<file path="src/rtl/adc_sp_pkg.sv">
package adc_sp_pkg;

    typedef enum logic [1:0] {
        ST_CMD = 2'd0,
        ST_WR  = 2'd1,
        ST_RD  = 2'd2
    } sp_state_e;

    localparam logic [1:0] REG_CFG  = 2'd0;
    localparam logic [1:0] REG_GAIN = 2'd1;
    localparam logic [1:0] REG_DATA = 2'd2;
    localparam logic [1:0] REG_NONE = 2'd3;

    localparam logic [7:0] OP_CONVERT = 8'h0C;

    localparam int CFG_CAL_BIT  = 0;
    localparam int CFG_DONE_BIT = 3;
    localparam int CFG_PF_BIT   = 4;

endpackage

</file>
<file path="src/rtl/sp_edge.sv">
module sp_edge (
    input  logic clk,
    input  logic rst_n,
    input  logic cs_n,
    input  logic sclk,
    output logic rise
);
    logic sclk_d, sclk_q;

    always_comb begin
        sclk_d = sclk;
        rise   = sclk && !sclk_q && !cs_n;
    end

    always_ff @(posedge clk or negedge rst_n) begin
        if (!rst_n) sclk_q <= 1'b0;
        else        sclk_q <= sclk_d;
    end
endmodule

</file>
<file path="src/rtl/sp_resync.sv">
module sp_resync #(
    parameter int RESYNC_MIN = 15
) (
    input  logic       clk,
    input  logic       rst_n,
    input  logic       cs_n,
    input  logic       rise,
    input  logic       sdi,
    output logic       byte_done,
    output logic [7:0] byte_val,
    output logic       resync
);
    localparam int CW = $clog2(RESYNC_MIN + 1);

    typedef struct packed {
        logic [2:0]    bcnt;
        logic [6:0]    shr;
        logic [CW-1:0] ones;
    } rs_t;

    rs_t st_d, st_q;

    always_comb begin
        st_d      = st_q;
        byte_val  = {st_q.shr, sdi};
        byte_done = rise && (st_q.bcnt == 3'd7);
        resync    = byte_done && (st_q.ones >= CW'(RESYNC_MIN)) && !sdi;
        if (cs_n) begin
            st_d.bcnt = '0;
        end else if (rise) begin
            st_d.bcnt = st_q.bcnt + 3'd1;
            st_d.shr  = {st_q.shr[5:0], sdi};
            if (byte_done) begin
                if (byte_val == 8'hFF) begin
                    if (st_q.ones < CW'(RESYNC_MIN))
                        st_d.ones = st_q.ones + CW'(1);
                end else begin
                    st_d.ones = '0;
                end
            end
        end
    end

    always_ff @(posedge clk or negedge rst_n) begin
        if (!rst_n) st_q <= '0;
        else        st_q <= st_d;
    end
endmodule

</file>
<file path="src/rtl/sp_regfile.sv">
module sp_regfile
    import adc_sp_pkg::*;
#(
    parameter int             DW       = 24,
    parameter logic [DW-1:0]  GAIN_RST = 24'h800000
) (
    input  logic          clk,
    input  logic          rst_n,
    input  logic [1:0]    addr,
    input  logic          wr_en,
    input  logic [DW-1:0] wr_data,
    input  logic          rd_take,
    input  logic          conv_cmd,
    input  logic          flag_clr,
    input  logic          done,
    input  logic [DW-1:0] result,
    output logic [DW-1:0] rd_data,
    output logic          pf,
    output logic          flag,
    output logic          cal_start,
    output logic          conv_start
);
    typedef struct packed {
        logic [DW-1:0] cfg;
        logic [DW-1:0] gain;
        logic [DW-1:0] data;
        logic          conv_pend;
        logic          flag;
        logic          cal_start;
        logic          conv_start;
    } rf_t;

    rf_t st_d, st_q;

    always_comb begin
        st_d            = st_q;
        st_d.cal_start  = 1'b0;
        st_d.conv_start = 1'b0;

        if (rd_take && addr == REG_CFG)
            st_d.cfg[CFG_DONE_BIT] = 1'b0;

        if (wr_en) begin
            case (addr)
                REG_CFG: begin
                    st_d.cfg               = wr_data;
                    st_d.cfg[CFG_DONE_BIT] = st_q.cfg[CFG_DONE_BIT];
                    if (wr_data[CFG_CAL_BIT]) st_d.cal_start = 1'b1;
                end
                REG_GAIN: st_d.gain = wr_data;
                default: ;
            endcase
        end

        if (conv_cmd) begin
            st_d.conv_pend  = 1'b1;
            st_d.conv_start = 1'b1;
        end

        if (flag_clr) st_d.flag = 1'b0;

        if (done) begin
            st_d.cfg[CFG_DONE_BIT] = 1'b1;
            st_d.cfg[CFG_CAL_BIT]  = 1'b0;
            if (st_q.conv_pend) begin
                st_d.data      = result;
                st_d.conv_pend = 1'b0;
                if (st_q.cfg[CFG_PF_BIT]) st_d.flag = 1'b1;
            end
        end
    end

    always_comb begin
        case (addr)
            REG_CFG:  rd_data = st_q.cfg;
            REG_GAIN: rd_data = st_q.gain;
            REG_DATA: rd_data = st_q.data;
            default:  rd_data = '0;
        endcase
        pf         = st_q.cfg[CFG_PF_BIT];
        flag       = st_q.flag;
        cal_start  = st_q.cal_start;
        conv_start = st_q.conv_start;
    end

    always_ff @(posedge clk or negedge rst_n) begin
        if (!rst_n) begin
            st_q      <= '0;
            st_q.gain <= GAIN_RST;
        end else begin
            st_q <= st_d;
        end
    end
endmodule

</file>
<file path="src/rtl/adc_serial_port.sv">
module adc_serial_port
    import adc_sp_pkg::*;
#(
    parameter int            DW         = 24,
    parameter int            RESYNC_MIN = 15,
    parameter logic [DW-1:0] GAIN_RST   = 24'h800000
) (
    input  logic          clk,
    input  logic          rst_n,
    input  logic          cs_n,
    input  logic          sclk,
    input  logic          sdi,
    output logic          sdo,
    input  logic          done,
    input  logic [DW-1:0] result,
    output logic          cal_start,
    output logic          conv_start
);
    localparam int NBYTES = DW / 8;
    localparam int BIW    = (NBYTES > 1) ? $clog2(NBYTES) : 1;

    typedef struct packed {
        sp_state_e      state;
        logic [1:0]     addr;
        logic [BIW-1:0] bidx;
        logic [DW-1:0]  sh;
    } port_t;

    port_t st_d, st_q;

    logic          rise, byte_done, resync;
    logic [7:0]    byte_val;
    logic [1:0]    rf_addr;
    logic          wr_en, rd_take, conv_cmd, flag_clr;
    logic [DW-1:0] wr_data, rd_data;
    logic          pf, flag;
    sp_state_e     st_cur;

    sp_edge i_edge (
        .clk  (clk),
        .rst_n(rst_n),
        .cs_n (cs_n),
        .sclk (sclk),
        .rise (rise)
    );

    sp_resync #(.RESYNC_MIN(RESYNC_MIN)) i_resync (
        .clk      (clk),
        .rst_n    (rst_n),
        .cs_n     (cs_n),
        .rise     (rise),
        .sdi      (sdi),
        .byte_done(byte_done),
        .byte_val (byte_val),
        .resync   (resync)
    );

    sp_regfile #(.DW(DW), .GAIN_RST(GAIN_RST)) i_regs (
        .clk       (clk),
        .rst_n     (rst_n),
        .addr      (rf_addr),
        .wr_en     (wr_en),
        .wr_data   (wr_data),
        .rd_take   (rd_take),
        .conv_cmd  (conv_cmd),
        .flag_clr  (flag_clr),
        .done      (done),
        .result    (result),
        .rd_data   (rd_data),
        .pf        (pf),
        .flag      (flag),
        .cal_start (cal_start),
        .conv_start(conv_start)
    );

    assign st_cur = st_q.state;

    always_comb begin
        st_d     = st_q;
        wr_en    = 1'b0;
        rd_take  = 1'b0;
        conv_cmd = 1'b0;
        flag_clr = 1'b0;
        wr_data  = {st_q.sh[DW-2:0], sdi};

        if (st_q.state != ST_CMD) rf_addr = st_q.addr;
        else if (flag)            rf_addr = REG_DATA;
        else                      rf_addr = byte_val[1:0];

        if (rise) begin
            case (st_q.state)
                ST_WR:   st_d.sh = {st_q.sh[DW-2:0], sdi};
                ST_RD:   st_d.sh = {st_q.sh[DW-2:0], 1'b0};
                default: ;
            endcase
        end

        if (byte_done) begin
            if (resync) begin
                st_d.state = ST_CMD;
                st_d.bidx  = '0;
            end else begin
                case (st_q.state)
                    ST_CMD: begin
                        st_d.bidx = '0;
                        if (flag) begin
                            flag_clr   = 1'b1;
                            st_d.addr  = REG_DATA;
                            st_d.sh    = rd_data;
                            st_d.state = ST_RD;
                        end else if (byte_val == OP_CONVERT) begin
                            conv_cmd = 1'b1;
                        end else if (byte_val[7] && byte_val[5:2] == 4'd0 &&
                                     byte_val[1:0] != REG_NONE) begin
                            st_d.addr = byte_val[1:0];
                            if (byte_val[6]) begin
                                rd_take    = 1'b1;
                                st_d.sh    = rd_data;
                                st_d.state = ST_RD;
                            end else begin
                                st_d.state = ST_WR;
                            end
                        end
                    end
                    ST_WR: begin
                        if (st_q.bidx == BIW'(NBYTES - 1)) begin
                            wr_en      = 1'b1;
                            st_d.state = ST_CMD;
                        end else begin
                            st_d.bidx = st_q.bidx + BIW'(1);
                        end
                    end
                    ST_RD: begin
                        if (st_q.bidx == BIW'(NBYTES - 1)) st_d.state = ST_CMD;
                        else                               st_d.bidx  = st_q.bidx + BIW'(1);
                    end
                    default: st_d.state = ST_CMD;
                endcase
            end
        end

        if (st_cur == ST_RD) sdo = st_q.sh[DW-1];
        else                 sdo = pf && !flag;
    end

    always_ff @(posedge clk or negedge rst_n) begin
        if (!rst_n) begin
            st_q       <= '0;
            st_q.state <= ST_CMD;
        end else begin
            st_q <= st_d;
        end
    end
endmodule

</file>
<file path="config.mk">
export PLATFORM = sky130hd
export DESIGN_NAME = adc_serial_port
export DESIGN_NICKNAME = d
export VERILOG_FILES = /design/src/rtl/adc_sp_pkg.sv /design/src/rtl/sp_edge.sv /design/src/rtl/sp_resync.sv /design/src/rtl/sp_regfile.sv /design/src/rtl/adc_serial_port.sv
export SDC_FILE = /design/constraint.sdc
export NUM_CORES = 1
export LEC_CHECK = 0
export BUFFER_PORTS_ARGS = -buffer_cell sky130_fd_sc_hd__buf_2
export CAP_MARGIN = 20
export CORE_MARGIN = 5
export CORE_UTILIZATION = 60
export DETAILED_ROUTE_END_ITERATION = 10
export GPL_TIMING_DRIVEN = 0
export PLACE_DENSITY_LB_ADDON = 0.25
export SYNTH_ARGS = -nofsm -noshare
export SYNTH_HDL_FRONTEND = slang
export SYNTH_SLANG_ARGS = --single-unit
</file>
<file path="constraint.sdc">
create_clock -name clk -period 3.35 [get_ports clk]
set_clock_uncertainty 0.2 [all_clocks]
set_input_delay 0.5025 -clock clk [delete_from_list [all_inputs] [get_ports clk]]
set_output_delay 0.5025 -clock clk [all_outputs]
set_load 0.05 [all_outputs]
</file>
* After elaboration in Yosys (flattened, before gate mapping) *
Cells that the tools add are included.

operators by class
  $add $sub $neg = 3
  magnitude comparators = 2
  eq/ne operators = 16
  mux-type cells = 63
  bitwise logic cells = 2
  reduce and logical (&&, ||, !) cells = 32

operators with widths
  operator                                        number
  2-to-1 mux 24 bit                               9
  case mux 24 bit (3 select lines)                1
  case mux 24 bit (2 select lines)                1
  2-to-1 mux 1 bit                                31
  2-to-1 mux 28 bit                               1
  2-to-1 mux 4 bit                                7
  2-to-1 mux 2 bit                                9
  2-to-1 mux 14 bit                               1
  AND reduction 2 bit                             5
  nonzero test 2 bit                              5
  logical AND 1 bit                               9
  == test 8 x 4 -> 1 bit (second input constant)  1
  == test 8 bit (second input constant)           1
  != test 4 x 2 -> 1 bit (second input constant)  2
  case mux 2 bit (2 select lines)                 2
  AND reduction 4 bit                             2
  == test 2 bit (second input constant)           3
  AND reduction 5 bit                             1
  adder 4 x 1 -> 4 bit (second input constant)    1
  == test 2 x 1 -> 1 bit (second input constant)  2
  >= comparator 4 bit (second input constant)     1
  zero test 1 bit                                 4
  zero test 2 bit                                 2
  zero test 4 bit                                 1
  14 further kinds                                16

word-level totals
  register bits after elaboration = 121
  input bits = 30
  logic and storage cells = 135

* Logic depth before layout (Yosys ltp) *
Gate-level depths: netlist (run 1).

  depth after elaboration = 14
  mapped depth = 9
  depth with buffers taken out = 6

* Hierarchy *
From an unflattened synthesis (run 1), not the netlist that was laid out.

second synthesis, totals
  cell total of the unflattened synthesis = 436
  area, all modules = 5,947.0 um2

modules (own cells, without submodules)
  module           instances  cells an instance  area an instance (um2)
  sp_regfile       1          224                3,357.0
  adc_serial_port  1          149                1,770.4
  sp_resync        1          61                 782.0
  sp_edge          1          2                  37.5

* Least setup slack after synthesis (run 1) *
OpenSTA, ideal clock, no wires.

  path type = register -> output
  start point = register i_regs.st_q (netlist bit i_regs.flag)
  end point = output sdo
  data arrival time = 1,808 ps
  data required time = 2,647 ps
  path slack = 840 ps
  stages on the path, launching flop included = 4
  cell sequence = dfrtp_1 -> clkbuf_1 -> nand2b_1 -> o21ai_0

between the ends
  word-level cells in the longest chain between the ends = 3

RTL lines
  element                 line                    text
  start, declared         sp_regfile.sv:33        rf_t st_d, st_q;
  start signal, assigned  sp_regfile.sv:91        st_q <= st_d;
  zero test 1 bit         adc_serial_port.sv:143  else sdo = pf && !flag;
  logical AND 1 bit       adc_serial_port.sv:143
  2-to-1 mux 1 bit        adc_serial_port.sv:142  if (st_cur == ST_RD) sdo = st_q.sh[DW-1];
  end, declared           adc_serial_port.sv:13   output logic sdo,

Every way passes these cells.

==> flow_summary_export.csv, run 1 <==
group,metric,value,unit
sta,finalCritPeriodShare,0.821,
synthesis,ys.flop_type,"dfrtp_1",
sta,hold_viol_final,0,
hold_path,min_path_type,"primary input to flop",
synthesis,syn_inst,464,
clocking,clockRootBuffer,"clkbuf_8",
setup_path,crit_path_end_kind,"flop",
die,die_area,11600,sq um
power_and_ir_drop,swShare,0.233,
placed_design,hpwlAfterDp,8.75,mm
setup_path,cp.arrival,2.99,ns
synthesis,syn_avg_cell_area,12.4,sq um
routing,wire_per_inst,20.2,microns
clocking,cts_tree,"yes",
clocking,htree_levels,4,
clocking,clk_latency,0.54,ns
clocking,hold_buffers,20,
routing,antenna_left,0,
placed_design,finalWeightedCongestion,0.879,
power_and_ir_drop,seqPwrFrac,0.448,
sta,rsz0062_at_grt,"false",
clocking,postCtsSetupBuffers,0,
power_and_ir_drop,internal_power,2.65,mW
cells_and_area,final_cells,678,
setup_path,crit_type,"flop to flop",
run_status,status,"completed",
cells_and_area,drive_above_1_share,0.284,
synthesis,ys_warn_count,0,
routing,drtPass1Iterations,5,
power_and_ir_drop,ir_drop,388,uV
setup_path,cp_cell_sequence,"inv_1 -> ha_1 -> buf_6 -> o31ai_4 -> clkbuf_1 -> a22oi_1 -> a31oi_1",
grt,track_usage,0.254,
die,ios,33,
cells_and_area,fill_cells,649,
power_and_ir_drop,p_leak,3.31,nW
synthesis,ys_ff_latch,121,
power_and_ir_drop,power_density,502,nW/um^2
routing,vias,4266,
die,initial_core_util,0.620,
die,core,9280,sq um
placed_design,numPlacedInstances,626,
setup_path,crit_path_max_incr_delay,0.59,ns
die,rows,35,
synthesis,synth_cell_types,54,
power_and_ir_drop,comb_power_share,0.048,
setup_path,cp.required,3.59,ns
clocking,clkTransAtPathRegs,0.06,ns
setup_path,start_kind,"flop",
clocking,numCtsBuffers,17,
synthesis,async_reset_ff_frac,1.00,
die,die_h,108,microns
grt,antenna_found_initial,0,
sta,final.setup.tns,0,ns
sta,finalSetupViolations,0,
synthesis,synth-edff-count,0,
sta,slew_violations,0,
clocking,cts_resized,0,
setup_path,critPathMaxFanout,10,
sta,max_freq,0.364,GHz
clocking,cts.path.max_buffers,2,
synthesis,synth_seq_area_share,0.527,
routing,drc,0,
job,max-cap-violations,0,
placed_design,port_buffers,32,
grt,grt-ovfl-total,0,
clocking,clkSinkCount,121,
cells_and_area,final_nets,574,
sta,period_minus_slack,2.75,ns
setup_path,critPathSlowestCell,"clkbuf_1",
grt,grt_pass1_vias,4475,
sta,tightest_slew,1.01,ns
power_and_ir_drop,net-switching-power,0.804,mW
routing,wl,13.7,mm
power_and_ir_drop,total_power,3.45,mW
power_and_ir_drop,clkPwrFrac,0.504,
cells_and_area,num_antenna_cells,0,
routing,drtIter0Drc,334,
sta,max_slew_margin,0.325,
grt,grt_pass1_wl,22.6,mm
synthesis,synth_area,5750,sq um
routing,viasPerCell,6.29,
cells_and_area,area_growth,19.5,%
die,dieWidth,108,microns
synthesis,syn-num-nets,502,
grt,grt_max_degree,81,
## power groups by stage
| stage | Sequential, mW | Clock, mW | Combinational (mW) |
|---|---|---|---|
| global placement | 1.57 | 0 | 0.138 |
| global route | 1.55 | 1.82 | 0.187 |
| CTS | 1.54 | 1.75 | 0.169 |
| floorplan | 1.56 | 0 | 0.0809 |
| finish | 1.55 | 1.74 | 0.167 |
| detailed placement | 1.57 | 0 | 0.150 |
## critical path, delay by kind of cell (launching register included)
| family | cells | cell delay, ns |
|---|---|---|
| compound gates | 3 | 0.92 |
| buf+inv | 3 | 0.86 |
| flops | 1 | 0.41 |
| fa+ha+maj | 1 | 0.25 |
## worst paths after layout
path                                             start                           end  slack [ns]  cells after the start
hold reg to reg            i_regs.st_q[55]$_DFFE_PN0P_   i_regs.st_q[55]$_DFFE_PN0P_        0.29                      1
hold / removal                               result[3]    i_regs.st_q[7]$_DFFE_PN0P_        0.01                      2
setup / recovery                 st_cur[0]$_DFFE_PN0P_            st_q[16]$_DFF_PN0_        0.60                      7
max in group asynchronous                        rst_n   i_regs.st_q[51]$_DFFE_PN1P_        1.96                      3
min in group asynchronous                        rst_n  i_resync.st_q[1]$_DFFE_PN0P_        0.25                      2
setup reg to reg                 st_cur[0]$_DFFE_PN0P_            st_q[16]$_DFF_PN0_        0.60                      7
## logic make-up (layout without fill, tap and decap cells)
family,count (synthesis),count (layout),synth area share
buffers and inverters,41,126,0.0424
xor gates and xnor gates,1,1,0.00152
muxes,80,80,0.156
and+or+nand+nor,88,88,0.0990
DFF,121,121,0.527
adders and majority gates,8,8,0.0174
AOI/OAI and AO/OA,125,125,0.157
## layer usage
metal	GRT usage	up-vias	routed length [microns]
met1	0.336	2154	5890
li1	-	1933	-
met4	0.101	0	282
met2	0.400	146	6750
met3	0.0696	33	790
met5	0	-	0
## registers in the layout, indices dropped and copies added, names as in the netlist, 2 cells and up
| name | flops |
|---|---|
| i_resync.byte_val | 7 |
| i_regs.st_q | 72 |
| st_cur | 2 |
| st_q | 28 |
| i_resync.st_q | 7 |
## layout by cell type (no fill, tap or decap), types with 2 or more instances in the layout
master and n:
clkbuf_8 5, mux2i_1 3, buf_4 5, o41ai_1 3, a221oi_1 25, ha_1 8
nor2_1 10, mux2_1 20, o21ai_0 28, nand2b_1 5, nand4_1 7, nor3b_1 2
clkinvlp_4 2, nor2b_1 2, nand2_1 11, buf_2 40, dlygate4sd3_1 20, clkbuf_16 16
o211ai_1 4, dfrtp_1 120, and2_1 2, inv_1 6, and3_1 26, a21oi_1 3
clkinv_2 2, mux2_2 57, a22oi_1 24, buf_6 9, nand3_1 5, nand4bb_1 2
clkinv_4 3, or2_2 2, nor3_1 4, clkbuf_1 13, a31oi_1 25, a21o_1 3
## cell type report
class / instances / area (sq um) / share of cell area
flip-flops and latches: 121 / 3030 / 0.441
clock inverters: 9 / 90.1 / 0.0131
well taps: 129 / 161 / 0.0235
clock buffers: 23 / 477 / 0.0693
plain buffers: 34 / 218 / 0.0317
repair buffers: 53 / 394 / 0.0573
inverters: 7 / 26.3 / 0.00382
multi-input cells: 302 / 2480 / 0.361
## per-stage QoR
stage	area, sq um	hold WS (ns)	setup WS [ns]	util
after floorplan	5750	0.00691	0.840	-
after global placement	6070	0.263	0.129	0.654
after detailed placement	6110	0.245	0.711	0.658
after CTS	6880	0.00172	0.659	0.741
after global routing	6880	0.00297	0.438	0.741
final	6880	0.0119	0.600	0.741
## cells in the mapped netlist (5+ instances only)
library cell	count	share of area
and3_1	26	0.028
o21ai_0	28	0.024
inv_1	6	0.0039
buf_6	8	0.016
ha_1	8	0.017
a221oi_1	25	0.038
dfrtp_1	120	0.52
mux2_1	20	0.039
a31oi_1	25	0.027
nand2_1	11	0.0072
buf_2	9	0.0078
mux2_2	57	0.11
nand2b_1	5	0.0054
buf_4	5	0.0065
nand4_1	7	0.0076
clkbuf_1	11	0.0072
a22oi_1	24	0.031
nand3_1	5	0.0043
nor2_1	10	0.0065
No activity file was read; power rests on OpenSTA's default activity.
==> run 2, diff against run 1 <==
- clock period: 3.35 -> 2.7 ns (I/O delays scaled with it)
==> run 2 against run 1 <==
  * Core utilization increased by 0.93 points
  * Clock-buffer cell count unchanged
  * Hold slack gained 0.14 ns
  * Non-clock buffer count grew 8
  * Register-to-register slack worse by 0.48 ns
  * Critical path type unchanged
  * Critical endpoint is now i_regs.st_q[40]$_DFFE_PN0P_
==> flow_summary_export.csv, run 2 (synthesized netlist as in run 1, its figures left out) <==
group,metric,value,unit
die,dieWidth,108,microns
die,initial_core_util,0.620,
routing,viasPerCell,6.31,
routing,wl,13.7,mm
sta,final.setup.tns,0,ns
setup_path,crit_type,"flop to flop",
cells_and_area,final_nets,582,
die,die_h,108,microns
cells_and_area,num_antenna_cells,0,
cells_and_area,drive_above_1_share,0.284,
setup_path,start_kind,"flop",
grt,grt_pass1_vias,4517,
cells_and_area,seq_area,3030,sq um
grt,antenna_found_initial,0,
clocking,cts_tree,"yes",
routing,drtPass1Iterations,5,
setup_path,crit_path_end_kind,"flop",
job,max-cap-violations,0,
sta,slew_violations,0,
setup_path,cp.required,2.91,ns
setup_path,timing.rr.end,"i_regs.st_q[40]$_DFFE_PN0P_",
grt,grt-ovfl-total,0,
clocking,htree_levels,4,
power_and_ir_drop,ir_drop,477,uV
sta,finalSetupViolations,0,
cells_and_area,largest_register,"i_regs.st_q",
die,rows,35,
sta,max_slew_margin,0.344,
routing,antenna_left,0,
setup_path,r2r-start,"st_cur[0]$_DFFE_PN0P_",
power_and_ir_drop,p_leak,3.35,nW
die,ios,33,
sta,rsz0062_at_grt,"false",
grt,track_usage,0.257,
cells_and_area,multi_input_area,2480,sq um
sta,timing.hold.ws,0.150,ns
cells_and_area,final_core_util,0.750,
cells_and_area,largest_register_ffs,72,
setup_path,critPathMaxFanout,10,
cells_and_area,area_growth,21.0,%
placed_design,finalWeightedCongestion,0.879,
sta,worst_slack,0.124,ns
clocking,clk_latency,0.54,ns
die,die_area,11600,sq um
placed_design,hpwlAfterDp,8.75,mm
hold_path,min_path_type,"primary input to asynchronous set/reset pin",
run_status,status,"completed",
sta,hold_viol_final,0,
sta,max_freq,0.388,GHz
clocking,numCtsBuffers,17,
routing,vias,4327,
cells_and_area,fill_cells,634,
clocking,clkTransAtPathRegs,0.06,ns
grt,grt_max_degree,81,
cells_and_area,final_area,6960,sq um
sta,tightest_slew,0.978,ns
routing,wire_per_inst,20.0,microns
clocking,clockRootBuffer,"clkbuf_8",
grt,grt_pass1_wl,22.8,mm
cells_and_area,final_cell_mix,"dfrtp_1, mux2_2, buf_2",
routing,drc,0,
placed_design,placed_area,6110,sq um
placed_design,port_buffers,32,
die,core,9280,sq um
cells_and_area,top_regs,"i_regs.st_q (72), st_q (28)",
sta,finalCritPeriodShare,0.954,
setup_path,startpoint,"st_cur[0]$_DFFE_PN0P_",
clocking,clkSinkCount,121,
power_and_ir_drop,power_density,617,nW/um^2
routing,drtIter0Drc,351,
setup_path,r2r_cells,7,
setup_path,cp.arrival,2.79,ns
placed_design,pre_cts_ws,0.0609,ns
cells_and_area,final_common_cell,"dfrtp_1",
clocking,cts.path.max_buffers,2,
sta,period_minus_slack,2.58,ns
setup_path,r2r_slack,0.12,ns
-- run 2: repair_timing --
| action | CTS | global route |
|---|---|---|
| buffers inserted | 0 | 0 |
| hold buffers | 28 | 0 |
| hold endpoints to repair | 73 | 0 |
| gates resized for setup | 0 | 3 |
| setup endpoints to repair | 0 | 20 |
-- run 2: critical path, stage by stage (launching register included) --
cell     delay [ns]
dfrtp_1        0.41
inv_1          0.11
ha_1           0.25
buf_6          0.16
o31ai_4        0.49
nand3_4        0.21
buf_2          0.28
mux2_1         0.35
-- run 2: worst max-delay path by stage --
stage	to	slack, ns	cells after the start
floorplan	sdo	0.29	3
global route	st_q[21]$_DFF_PN0_	0.04	7
detailed placement	st_q[20]$_DFF_PN0_	0.06	7
CTS	st_q[16]$_DFF_PN0_	0.009	7
finish	i_regs.st_q[40]$_DFFE_PN0P_	0.12	7
global placement	i_regs.st_q[62]$_DFFE_PN0P_	-0.42	1
-- run 2: area by class of cell --
| type | instances | share of cell area |
|---|---|---|
| inverter | 7 | 0.00377 |
| clock buffer | 23 | 0.0685 |
| clock inverter | 9 | 0.0129 |
| tap | 129 | 0.0232 |
| multi-input combinational | 302 | 0.357 |
| sequential | 121 | 0.435 |
| buffer | 34 | 0.0315 |
| timing repair buffer | 61 | 0.0681 |
-- run 2: where the power goes --
group / leakage [nW] / internal, mW / switching [mW] / total, mW
Sequential: 1.65 / 1.86 / 0.0557 / 1.92
Clock: 0.275 / 1.32 / 0.838 / 2.16
Combinational: 1.43 / 0.107 / 0.109 / 0.216
-- run 2: layer usage --
layer / share of wire / routed length [microns] / vias to the layer above / GRT usage
li1: - / - / 1946 / -
met1: 0.42 / 5800 / 2185 / 0.337
met2: 0.50 / 6840 / 165 / 0.408
met3: 0.060 / 824 / 31 / 0.0696
met4: 0.019 / 260 / 0 / 0.0992
met5: 0 / 0 / - / 0
-- run 2: stage by stage --
step	cells	power, mW
after floorplan	464	2.04
after global placement	625	2.12
after detailed placement	626	2.13
after CTS	686	4.31
after global routing	686	4.43
final	686	4.29
==> run 3, diff against run 2 <==
- CORE_MARGIN: 5 -> 1
==> run 3 against run 2 <==
  * Wire length hardly changed
  * Cell area is 1.0% higher
  * Sequential share of layout area is 0.45 points lower
  * Via count is 0.12% lower
  * Highest routed layer unchanged
  * Critical endpoint is now i_regs.st_q[36]$_DFFE_PN0P_
  * Largest power group unchanged
  * First-iteration DRC count is 22% lower
  * Critical path depth stayed put
  * Setup slack better by 0.0068 ns
  * Sequential cell count stayed put
  * Clock power is 13% higher
  * Sequential power hardly changed
  * Maximum frequency is 0.27% higher
==> flow_summary_export.csv, run 3 (synthesized netlist as in run 1, its figures left out) <==
group,metric,value,unit
sta,hold_viol_final,0,
routing,antenna_left,0,
grt,grt_pass1_wl,22.9,mm
sta,tightest_slew,0.926,ns
routing,wire_per_inst,20.0,microns
clocking,cts.path.max_buffers,2,
grt,grt_pass1_vias,4498,
sta,timing.hold.ws,0.192,ns
die,die_area,9980,sq um
power_and_ir_drop,net-switching-power,1.02,mW
power_and_ir_drop,internal_power,3.57,mW
cells_and_area,largest_register,"i_regs.st_q",
cells_and_area,largest_register_ffs,72,
clocking,clk_latency,0.53,ns
setup_path,cp.arrival,2.78,ns
power_and_ir_drop,ir_drop,361,uV
power_and_ir_drop,power_density,653,nW/um^2
grt,grt-ovfl-total,0,
routing,vias,4322,
run_status,status,"completed",
cells_and_area,final_area,7030,sq um
clocking,numCtsBuffers,17,
sta,final.setup.tns,0,ns
power_and_ir_drop,comb_power_share,0.047,
grt,track_usage,0.304,
setup_path,path_delay_family,"buffers and inverters",
routing,drtIter0Drc,274,
cells_and_area,final_nets,582,
die,dieWidth,99.9,microns
power_and_ir_drop,seqPwrFrac,0.418,
power_and_ir_drop,total_power,4.59,mW
setup_path,cp.required,2.91,ns
routing,drc,0,
routing,drtPass1Iterations,5,
placed_design,placed_area,6110,sq um
setup_path,critPathMaxFanout,10,
die,rows,35,
cells_and_area,final_common_cell,"dfrtp_1",
setup_path,crit_path_max_incr_delay,0.52,ns
setup_path,r2r_slack,0.13,ns
setup_path,crit_path_end_kind,"flop",
clocking,clkSinkCount,121,
sta,finalCritPeriodShare,0.952,
cells_and_area,top_regs,"i_regs.st_q (72), st_q (28)",
clocking,clockRootBuffer,"clkbuf_8",
placed_design,port_buffers,32,
sta,rsz0062_at_grt,"false",
cells_and_area,area_growth,22.3,%
cells_and_area,num_antenna_cells,0,
setup_path,start_kind,"flop",
clocking,htree_levels,4,
sta,max_slew_margin,0.379,
sta,finalSetupViolations,0,
job,max-cap-violations,0,
placed_design,finalWeightedCongestion,0.875,
clocking,postCtsSetupBuffers,0,
die,core,9280,sq um
sta,max_freq,0.389,GHz
setup_path,critPathBufInv,3,
hold_path,min_path_type,"primary input to asynchronous set/reset pin",
placed_design,hpwlAfterDp,8.62,mm
routing,wl,13.7,mm
die,die_h,99.9,microns
cells_and_area,drive_above_1_share,0.285,
sta,slew_violations,0,
setup_path,crit_type,"flop to flop",
setup_path,critPathSlowestCell,"o31ai_4",
clocking,clkTransAtPathRegs,0.06,ns
die,initial_core_util,0.620,
grt,grt_max_degree,72,
die,ios,33,
setup_path,cp_cell_sequence,"inv_1 -> ha_1 -> buf_6 -> o31ai_4 -> nand3_4 -> buf_2 -> mux2_1",
cells_and_area,final_cell_mix,"dfrtp_1, mux2_2, buf_2",
cells_and_area,final_core_util,0.758,
sta,period_minus_slack,2.57,ns
power_and_ir_drop,p_leak,3.39,nW
power_and_ir_drop,clkPwrFrac,0.535,
clocking,cts_tree,"yes",
grt,antenna_found_initial,0,
power_and_ir_drop,swShare,0.223,
routing,viasPerCell,6.30,
## run 3: cell types whose count changed in the layout (fill, tap and decap cells not counted), sizes merged
cell and delta:
clkbuf -5, clkinv +3, clkinvlp -2, bufinv +4
## run 3: metrics by stage
step                      instances  worst slack (ns)
final                           686             0.131
after detailed placement        626            0.0979
after global routing            686            0.0458
after floorplan                 464             0.287
after global placement          625            -0.425
after CTS                       686            0.0732
## run 3: layer usage
metal | up-vias | GRT usage | part of all wire | wire length, microns
met4 | 0 | 0.129 | 0.024 | 331
met1 | 2205 | 0.403 | 0.43 | 5920
met5 | - | 0 | 0 | 0
met2 | 140 | 0.486 | 0.50 | 6800
met3 | 34 | 0.0689 | 0.048 | 658
li1 | 1943 | - | - | -
## run 3: worst paths after layout
check / start / endpoint / depth (start not counted)
setup / recovery: st_cur[1]$_DFFE_PN0P_ / i_regs.st_q[36]$_DFFE_PN0P_ / 7
hold / removal: rst_n / i_resync.st_q[1]$_DFFE_PN0P_ / 2
setup reg to reg: st_cur[1]$_DFFE_PN0P_ / i_regs.st_q[36]$_DFFE_PN0P_ / 7
hold reg to reg: i_regs.st_q[39]$_DFFE_PN0P_ / i_regs.st_q[39]$_DFFE_PN0P_ / 1
max in group asynchronous: rst_n / i_regs.st_q[51]$_DFFE_PN1P_ / 3
min in group clk: sdi / st_q[27]$_DFFE_PN0P_ / 4
## run 3: power by group through the flow
| stage | sequential, mW | clock (mW) | combinational (mW) |
|---|---|---|---|
| 2_1_floorplan | 1.94 | 0 | 0.100 |
| 3_3_place_gp | 1.95 | 0 | 0.171 |
| 3_5_place_dp | 1.95 | 0 | 0.183 |
| 4_1_cts | 1.92 | 2.46 | 0.217 |
| 5_1_grt | 1.93 | 2.55 | 0.239 |
| 6_report | 1.92 | 2.45 | 0.216 |
## run 3: layout make-up
type	instances	area (sq um)
plain buffers	34	219
clock buffers	18	418
inverters	7	26.3
multi-input cells	302	2480
repair buffers	61	474
flip-flops and latches	121	3030
fillers	601	2250
clock inverters	14	221
well taps	129	161
## run 3: timing repair
action                                 CTS  global route
setup endpoints to repair                0            20
endpoints found under the hold margin   80             0
hold buffers                            28             0
resized for setup                        0             3
## run 3: worst reg2reg max path, stage by stage (launching register included)
cell	delay (ns)
dfrtp_1	0.41
inv_1	0.11
ha_1	0.23
buf_6	0.15
o31ai_4	0.52
nand3_4	0.21
buf_2	0.28
mux2_1	0.35
